===== config.mk =====
export PLATFORM = sky130hd
export DESIGN_NAME = lcd_rgb_out
export DESIGN_NICKNAME = d
export VERILOG_FILES = /design/src/rtl/lcdo_pkg.sv /design/src/rtl/lcdo_timing.sv /design/src/rtl/lcdo_power.sv /design/src/rtl/lcdo_backlight.sv /design/src/rtl/lcd_rgb_out.sv
export SDC_FILE = /design/constraint.sdc
export NUM_CORES = 1
export LEC_CHECK = 0
export BUFFER_PORTS_ARGS = -buffer_cell sky130_fd_sc_hd__buf_2
export CAP_MARGIN = 25
export CELL_PAD_IN_SITES_DETAIL_PLACEMENT = 0
export CELL_PAD_IN_SITES_GLOBAL_PLACEMENT = 1
export CORE_MARGIN = 4
export CORE_UTILIZATION = 42
export CTS_CLUSTER_DIAMETER = 120
export DETAILED_ROUTE_END_ITERATION = 12
export GPL_TIMING_DRIVEN = 0
export PLACE_DENSITY_LB_ADDON = 0.1
export SLEW_MARGIN = 20
export SYNTH_ARGS = -nofsm -noshare
export SYNTH_HDL_FRONTEND = slang
export SYNTH_SLANG_ARGS = --single-unit

===== constraint.sdc =====
create_clock -name clk -period 4.3 [get_ports clk]
set_clock_uncertainty 0.2 [all_clocks]
set_input_delay 0.86 -clock clk [delete_from_list [all_inputs] [get_ports clk]]
set_output_delay 0.86 -clock clk [all_outputs]
set_load 0.03 [all_outputs]

===== src/rtl/lcdo_pkg.sv =====
package lcdo_pkg;
  // control word bit positions
  localparam int CB_CLK_OFF = 0;
  localparam int CB_DE_OFF  = 1;
  localparam int CB_SYNC_ON = 2;
  localparam int CB_BL_ON   = 3;
  localparam int CB_PWR_ON  = 4;
  localparam int CTRL_W     = 5;

  typedef struct packed {
    logic pclk;         // pixel clock phase (0 = first half)
    logic pix_start;    // first cycle of a pixel
    logic frame_start;  // first cycle of pixel 0 of line 0
    logic de;
    logic hs;
    logic vs;
  } lcdo_tim_t;
endpackage


===== src/rtl/lcdo_timing.sv =====
module lcdo_timing
  import lcdo_pkg::*;
#(
  parameter int H_ACT  = 8,
  parameter int H_FP   = 2,
  parameter int H_SYNC = 2,
  parameter int H_BP   = 2,
  parameter int V_ACT  = 4,
  parameter int V_FP   = 1,
  parameter int V_SYNC = 1,
  parameter int V_BP   = 1
) (
  input  logic      clk,
  input  logic      rst_n,
  output lcdo_tim_t tim
);
  localparam int H_TOT = H_ACT + H_FP + H_SYNC + H_BP;
  localparam int V_TOT = V_ACT + V_FP + V_SYNC + V_BP;
  localparam int HW    = $clog2(H_TOT);
  localparam int VW    = $clog2(V_TOT);
  localparam logic [HW-1:0] H_LAST = HW'(H_TOT - 1);
  localparam logic [HW-1:0] H_ACTC = HW'(H_ACT);
  localparam logic [HW-1:0] HS_BEG = HW'(H_ACT + H_FP);
  localparam logic [HW-1:0] HS_END = HW'(H_ACT + H_FP + H_SYNC);
  localparam logic [VW-1:0] V_LAST = VW'(V_TOT - 1);
  localparam logic [VW-1:0] V_ACTC = VW'(V_ACT);
  localparam logic [VW-1:0] VS_BEG = VW'(V_ACT + V_FP);
  localparam logic [VW-1:0] VS_END = VW'(V_ACT + V_FP + V_SYNC);

  logic          phase;
  logic [HW-1:0] h_cnt;
  logic [VW-1:0] v_cnt;

  always_ff @(posedge clk or negedge rst_n) begin
    if (!rst_n) begin
      phase <= 1'b0;
      h_cnt <= '0;
      v_cnt <= '0;
    end else begin
      phase <= ~phase;
      if (phase) begin
        if (h_cnt == H_LAST) begin
          h_cnt <= '0;
          v_cnt <= (v_cnt == V_LAST) ? '0 : v_cnt + 1'b1;
        end else begin
          h_cnt <= h_cnt + 1'b1;
        end
      end
    end
  end

  always_comb begin
    tim.pclk        = phase;
    tim.pix_start   = ~phase;
    tim.frame_start = ~phase && (h_cnt == '0) && (v_cnt == '0);
    tim.de          = (h_cnt < H_ACTC) && (v_cnt < V_ACTC);
    tim.hs          = (h_cnt >= HS_BEG) && (h_cnt < HS_END);
    tim.vs          = (v_cnt >= VS_BEG) && (v_cnt < VS_END);
  end

  // lines advance only when the pixel counter wraps
  p_line_step_r13: assert property (@(posedge clk) disable iff (!rst_n)
    (v_cnt != $past(v_cnt)) |-> (h_cnt == '0));
endmodule


===== src/rtl/lcdo_power.sv =====
module lcdo_power #(
  parameter int DLY_W = 24
) (
  input  logic             clk,
  input  logic             rst_n,
  input  logic             en,
  input  logic [DLY_W-1:0] delay,
  output logic             released
);
  logic [DLY_W-1:0] cnt;
  logic             done;

  assign done     = (cnt >= delay);
  assign released = !en || done;

  always_ff @(posedge clk or negedge rst_n) begin
    if (!rst_n)     cnt <= '0;
    else if (!en)   cnt <= '0;
    else if (!done) cnt <= cnt + 1'b1;
  end

  // once the delay has elapsed the count freezes while power stays on
  p_count_freeze_r8: assert property (@(posedge clk) disable iff (!rst_n)
    (en && done) |=> (!en || (cnt == $past(cnt))));
endmodule


===== src/rtl/lcdo_backlight.sv =====
module lcdo_backlight #(
  parameter int PWM_W = 24
) (
  input  logic             clk,
  input  logic             rst_n,
  input  logic [PWM_W-1:0] period,
  input  logic [PWM_W-1:0] duty,
  output logic             pwm
);
  logic [PWM_W-1:0] cnt;
  logic [PWM_W-1:0] duty_q;
  logic             wrap;

  assign wrap = (cnt >= period);
  assign pwm  = (cnt < duty_q);

  always_ff @(posedge clk or negedge rst_n) begin
    if (!rst_n) begin
      cnt    <= '0;
      duty_q <= '0;
    end else if (wrap) begin
      cnt    <= '0;
      duty_q <= duty;
    end else begin
      cnt    <= cnt + 1'b1;
    end
  end

  // the working duty only moves at a period boundary
  p_duty_at_wrap_r11: assert property (@(posedge clk) disable iff (!rst_n)
    (duty_q != $past(duty_q)) |-> (cnt == '0));
endmodule


===== src/rtl/lcd_rgb_out.sv =====
module lcd_rgb_out
  import lcdo_pkg::*;
#(
  parameter int H_ACT  = 8,
  parameter int H_FP   = 2,
  parameter int H_SYNC = 2,
  parameter int H_BP   = 2,
  parameter int V_ACT  = 4,
  parameter int V_FP   = 1,
  parameter int V_SYNC = 1,
  parameter int V_BP   = 1,
  parameter int RGB_W  = 24,
  parameter int DLY_W  = 24,
  parameter int PWM_W  = 24
) (
  input  logic              clk,
  input  logic              rst_n,
  input  logic [CTRL_W-1:0] ctrl,
  input  logic              inv_clk,
  input  logic              inv_de,
  input  logic              inv_bl,
  input  logic              inv_pwr,
  input  logic              hs_pol,
  input  logic              vs_pol,
  input  logic [RGB_W-1:0]  rgb_mask,
  input  logic [DLY_W-1:0]  pwr_delay,
  input  logic [PWM_W-1:0]  bl_period,
  input  logic [PWM_W-1:0]  bl_duty,
  input  logic              s_valid,
  input  logic [RGB_W-1:0]  s_data,
  output logic              s_ready,
  output logic              lcd_clk,
  output logic              lcd_de,
  output logic              lcd_hs,
  output logic              lcd_vs,
  output logic [RGB_W-1:0]  lcd_rgb,
  output logic              lcd_bl,
  output logic              lcd_pwr
);
  lcdo_tim_t tim;
  logic      released;
  logic      pwm;
  logic      video_on;
  logic      video_nxt;
  logic      active_px;
  logic [RGB_W-1:0] pix_hold, pix_now, rgb_q;
  logic clk_q, de_q, hs_q, vs_q, bl_q, pwr_q;

  lcdo_timing #(
    .H_ACT(H_ACT), .H_FP(H_FP), .H_SYNC(H_SYNC), .H_BP(H_BP),
    .V_ACT(V_ACT), .V_FP(V_FP), .V_SYNC(V_SYNC), .V_BP(V_BP)
  ) u_timing (
    .clk(clk), .rst_n(rst_n), .tim(tim)
  );

  lcdo_power #(.DLY_W(DLY_W)) u_power (
    .clk(clk), .rst_n(rst_n), .en(ctrl[CB_PWR_ON]),
    .delay(pwr_delay), .released(released)
  );

  lcdo_backlight #(.PWM_W(PWM_W)) u_backlight (
    .clk(clk), .rst_n(rst_n), .period(bl_period),
    .duty(bl_duty), .pwm(pwm)
  );

  // video may only switch on at a frame start; it drops at once on holdoff
  assign video_nxt = rst_n && released && (tim.frame_start || video_on);
  assign active_px = video_nxt && tim.de;
  assign s_ready   = active_px && tim.pix_start;
  assign pix_now   = s_ready ? (s_valid ? s_data : '0) : pix_hold;

  always_ff @(posedge clk or negedge rst_n) begin
    if (!rst_n) begin
      video_on <= 1'b0;
      pix_hold <= '0;
      rgb_q    <= '0;
      clk_q    <= 1'b0;
      de_q     <= 1'b0;
      hs_q     <= 1'b0;
      vs_q     <= 1'b0;
      bl_q     <= 1'b0;
      pwr_q    <= 1'b0;
    end else begin
      video_on <= video_nxt;
      pix_hold <= pix_now;
      rgb_q    <= active_px ? (pix_now & rgb_mask) : '0;
      clk_q    <= (video_nxt && !ctrl[CB_CLK_OFF] && tim.pclk) ^ inv_clk;
      de_q     <= (active_px && !ctrl[CB_DE_OFF]) ^ inv_de;
      hs_q     <= (ctrl[CB_SYNC_ON] && tim.hs) ~^ hs_pol;
      vs_q     <= (ctrl[CB_SYNC_ON] && tim.vs) ~^ vs_pol;
      bl_q     <= (ctrl[CB_BL_ON] && pwm) ^ inv_bl;
      pwr_q    <= ctrl[CB_PWR_ON] ^ inv_pwr;
    end
  end

  assign lcd_clk = clk_q;
  assign lcd_de  = de_q;
  assign lcd_hs  = hs_q;
  assign lcd_vs  = vs_q;
  assign lcd_rgb = rgb_q;
  assign lcd_bl  = bl_q;
  assign lcd_pwr = pwr_q;

  // no pixel is fetched while the power holdoff is running
  p_no_fetch_hold_r8: assert property (@(posedge clk) disable iff (!rst_n)
    s_ready |-> released);

  // panel lines stay idle whenever video is off
  p_idle_when_off_r8: assert property (@(posedge clk) disable iff (!rst_n)
    ($past(rst_n) && !video_on) |->
      ((lcd_clk == $past(inv_clk)) && (lcd_de == $past(inv_de)) && (lcd_rgb == '0)));

  // video switches on only right after a frame start
  p_start_at_frame_r9: assert property (@(posedge clk) disable iff (!rst_n)
    $rose(video_on) |-> $past(tim.frame_start));

  // masked data lines never go high
  p_mask_r7: assert property (@(posedge clk) disable iff (!rst_n)
    (lcd_rgb & ~$past(rgb_mask)) == '0);
endmodule


Word level (Yosys, flattened, before mapping)

Cells that the tools add are included.

$lt $le $gt $ge: 9
Equal/unequal tests: 3
$add $sub $neg: 4
Reduce and logical (&&, ||, !) cells: 23
Multiplexer cells: 8
Bitwise operators: 8

Operator list:

| kind                  | number |
|---|---|
| $mux 24               | 6 |
| $add 24x1->24 const B | 2 |
| $ge 24x24->1          | 2 |
| $and 24x24->24        | 1 |
| $lt 24x24->1          | 1 |
| $logic_and 1x1->1     | 15 |
| $lt 4x4->1 const B    | 2 |
| $lt 3x3->1 const B    | 2 |
| $add 4x1->4 const B   | 1 |
| $eq 4x4->1 const B    | 1 |
| $ge 4x4->1 const B    | 1 |
| $logic_not 4->1       | 1 |
| $mux 4                | 1 |
| $xor 1x1->1           | 4 |
| $add 3x1->3 const B   | 1 |
| $eq 3x3->1 const B    | 1 |
| $ge 3x3->1 const B    | 1 |
| $logic_not 1->1       | 3 |
| $logic_not 3->1       | 1 |
| $mux 3                | 1 |
| $logic_or 1x1->1      | 2 |
| $ne 2x2->1 const B    | 1 |
| $reduce_and 2->1      | 1 |
| $xnor 1x1->1          | 2 |
| $not 1->1             | 1 |

Register bits after elaboration: 135

Logic depth before layout (Yosys ltp)

Depth after elaboration: 10
Mapped depth: 10

By module

Synthesis repeated with hierarchy kept, for this count alone.

Cells, all modules: 848
Area total of the unflattened synthesis: 7956.4 um^2

Modules (own cells, without submodules):

| module         | times used | cells each | area an instance (um^2) |
|---|---|---|---|
| lcdo_backlight | 1          | 351        | 3190.6 |
| lcd_rgb_out    | 1          | 228        | 2428.6 |
| lcdo_power     | 1          | 227        | 1919.3 |
| lcdo_timing    | 1          | 42         | 417.9 |

Worst setup path after synthesis

Ideal clock, no wire load.

Path type: input to output
From: input pwr_delay[19]
To: output s_ready
Stages on the path: 8
Arrival: 2572 ps
Buffers on the path: 1
Slack: 668 ps
Cell sequence: inv_1 ha_1 nand4_1 nor4_2 nand2_1 o21a_1 a31oi_4 buf_8

Word-level cells in the longest chain between the ends: 6

RTL lines:

| element                        | RTL line          | RTL |
|---|---|---|
| start, declared                | lcd_rgb_out.sv:26 | `input logic [DLY_W-1:0] pwr_delay,` |
| $ge 24x24->1                   | lcdo_power.sv:13  | `assign done = (cnt >= delay);` |
| $logic_or 1x1->1               | lcdo_power.sv:14  | `assign released = !en \|\| done;` |
| $logic_and 1x1->1 (2 in a row) | lcd_rgb_out.sv:67 | `assign video_nxt = rst_n && released && (tim.frame_start \|\| video_on);` |
| $logic_and 1x1->1              | lcd_rgb_out.sv:68 | `assign active_px = video_nxt && tim.de;` |
| $logic_and 1x1->1              | lcd_rgb_out.sv:69 | `assign s_ready = active_px && tim.pix_start;` |
| end, declared                  | lcd_rgb_out.sv:31 | `output logic s_ready,` |

No other way between the ends.

Final worst setup path

From: input pwr_delay[23]
To: output s_ready

Same word-level chain as after synthesis.

==> impl_metrics.py <==
metrics = {
    "clocking": {
        "post-cts-setup-buffers": 0,
        "cts_made_buffers": 17,
        "clk_latency_ps": 420,
        "cts_resized": 0,
        "h-tree-depth": 4,
        "clockBufferDepth": 2,
        "cts_hold_buffers": 0,
        "cts_tree": "done",
        "clk_root_buffer_cell": "clkbuf_16",
        "clk_pin_slew_ps": 70,
        "cts.sinks": 135,
    },
    "die": {
        "start_util_pct": 43.0,
        "die_w_microns": 147,
        "die_y_microns": 147,
        "num_io_pins": 165,
        "rows": 50,
        "dieArea_sq_mm": 0.0215,
        "core_sq_mm": 0.0188,
    },
    "pwr": {
        "p_per_area_mw_per_mm2": 351,
        "peakVddDrop_uv": 255,
        "finalPower_w": 0.00345,
        "power.leakage_nw": 5.20,
    },
    "critical_path": {
        "critical_path_required_ps": 3240,
        "setup.worst_path.end_class": "primary output",
        "crit_type": "in2out",
        "crit_fanout": 10,
        "arrival_ps": 2900,
        "start_kind": "primary input",
    },
    "synth": {
        "syn_area_per_cell_sq_um": 9.26,
        "synthArstFlopShare_pct": 100,
        "yosysTopAreaCell": "dfrtp_1",
        "synth_common_cells": "dfrtp_1, inv_1, nand2_1",
        "synth.area.top_cells": "dfrtp_1, ha_1, inv_1",
        "yosysSeqAreaShare_pct": 41.9,
        "synth_flop_cell": "dfrtp_1",
        "synth_area_sq_mm": 0.00806,
        "yosysWarnings": 0,
        "synth_most_common_cell": "dfrtp_1",
        "synth_cells": 871,
        "synth_enable_flop_cells": 0,
        "synth_fp_nets": 1078,
        "synth_cell_type_count": 55,
        "ys_ff_latch": 135,
        "synth_top_area_share_pct": 41.9,
    },
    "place": {
        "port_buffers": 164,
        "dp_hpwl_microns": 15800,
        "gp_congestion": 0.809,
    },
    "finish": {
        "fill_cells": 1805,
        "post-route-util_pct": 52.3,
        "drive_gt1_share_pct": 20.4,
        "area_delta_synth_final_pct": 21.7,
        "nNetsFinal": 1263,
    },
    "routing": {
        "drtAntennaViolNets": 0,
        "drt_iter0_drc": 311,
        "num_vias": 6641,
        "wirelength_microns": 20700,
        "drtPass1Iterations": 4,
        "wl_per_cell_microns": 15.8,
        "drc": 0,
        "viasPerCell": 5.08,
    },
    "global_routing": {
        "antenna_found_initial": 3,
        "grt_max_degree": 73,
        "grt_first_pass_wirelength_microns": 34500,
        "grt_pass1_vias": 6737,
        "grt_usage_pct": 19.9,
        "gr-total-overflow": 0,
    },
    "timing": {
        "finalHoldViolations": 0,
        "relSlewSlack_pct": 56.8,
        "drv_slew": 0,
        "fmax_mhz": 252,
        "finalSetupViolations": 0,
        "min_period_ps": 3960,
        "finalCritPeriodShare_pct": 92.1,
        "tightestPinTransition_ps": 632,
        "rsz0062_at_grt": "no",
    },
    "worst_hold_path": {
        "min-delay-path-class": "in2async",
    },
    "flow_run": {
        "cap_violations": 0,
    },
    "outcome": {
        "status": "complete, no violations",
    },
}
## per-layer routing
| metal | global-route usage, % | wire length [microns] | part of all wire, % |
|---|---|---|---|
| met1 | 26.6 | 9630 | 47 |
| met2 | 32.9 | 10300 | 50 |
| met3 | 3.35 | 548 | 2.7 |
| met4 | 6.68 | 236 | 1.1 |
| met5 | 0 | 0 | 0 |
## logic make-up (layout without fill, tap and decap cells)
logic type               after synthesis  in the layout  share of synthesized area [%]
flip-flops                           135            135                           41.9
multiplexers                          33             33                           4.16
AO/OA/AOI/OAI                        159            159                           13.6
adder cells (fa/ha/maj)               73             73                           11.3
other                                  0              3                              0
XOR/XNOR                              28             28                           3.04
AND/OR/NAND/NOR                      306            306                           19.3
buffers and inverters                137            335                           6.75
## cell usage in the layout (no fill, tap or decap), drive strengths merged, types with 3 or more instances in the layout
cell type | Yosys | routed
a21o | 10 | 10
a21oi | 35 | 35
a221o | 25 | 25
a31oi | 5 | 5
and2 | 3 | 3
and3 | 55 | 55
and4 | 5 | 5
buf | 10 | 176
clkbuf | 23 | 41
dfrtp | 135 | 135
diode | 0 | 3
ha | 73 | 73
inv | 104 | 116
mux2 | 4 | 4
mux2i | 29 | 29
nand2 | 100 | 100
nand2b | 12 | 12
nand3 | 24 | 24
nand4 | 18 | 18
nor2 | 47 | 47
nor2b | 4 | 4
nor3 | 11 | 11
nor4 | 11 | 11
o2111ai | 3 | 3
o211ai | 3 | 3
o21a | 4 | 4
o21ai | 49 | 49
o21bai | 8 | 8
o31ai | 7 | 7
or3 | 5 | 5
or4 | 3 | 3
xnor2 | 6 | 6
xor2 | 22 | 22
## per-stage QoR
| step | hold WS (ps) | setup TNS (ps) | cells | cell area [sq um] | setup WS, ps |
|---|---|---|---|---|---|
| global route | 206 | 0 | 1306 | 9810 | 203 |
| CTS | 186 | 0 | 1302 | 9800 | 17.7 |
| global placement | 265 | -35370 | 1269 | 9180 | -1600 |
| floorplan | 254 | 0 | 871 | 8060 | 668 |
| finish | 173 | 0 | 1306 | 9810 | 339 |
| detailed placement | 285 | 0 | 1270 | 9220 | 20.0 |
## flip-flops by register name (all words and copies together) (netlist names)
| signal | cells |
|---|---|
| lcd_rgb | 24 |
| pix_hold | 24 |
| u_backlight.cnt | 24 |
| u_backlight.duty_q | 24 |
| u_power.cnt | 24 |
| u_timing.h_cnt | 4 |
| u_timing.v_cnt | 3 |
| lcd_bl | 1 |
| lcd_clk | 1 |
| lcd_de | 1 |
| lcd_hs | 1 |
| lcd_pwr | 1 |
| lcd_vs | 1 |
| u_timing.phase | 1 |
| video_on | 1 |
## layout make-up
cell class                 instances  area (sq um)  area share (%)
antenna                            3          7.51          0.0765
buffer                            33           154            1.57
clock buffer                      18           439            4.47
clock inverter                    14           145            1.48
inverter                         104           390            3.98
multi-input combinational        599          4140            42.2
sequential                       135          3380            34.4
tap                              234           293            2.98
timing repair buffer             166           866            8.82
## final timing paths
kind | from | to | slack, ps | cells past startpoint
worst max-delay path | pwr_delay[23] | s_ready | 340 | 10
worst min-delay path | rst_n | lcd_rgb[1] | 170 | 1
worst max register to register | u_backlight.cnt[11] | u_backlight.cnt[5] | 1110 | 9
worst min register to register | pix_hold[1] | pix_hold[1] | 300 | 1
max in group asynchronous | rst_n | pix_hold[18] | 2970 | 2
min in group clk | pix_hold[1] | pix_hold[1] | 300 | 1
## where the power goes
group	internal (W)	switching, W	total, W
clock network	0.000794	0.000651	0.00144
registers	0.00135	0.000105	0.00145
logic	0.000256	0.000289	0.000546
total	0.00240	0.00105	0.00345
## critical path, stage by stage
cell and delay, ps:
buf_2 90, inv_1 40, ha_1 310, nand4_1 190
nor4_2 290, nand2_1 160, o21a_1 320, a31oi_4 230
buf_8 180, buf_2 220
No activity file was read; power rests on OpenSTA's default activity.
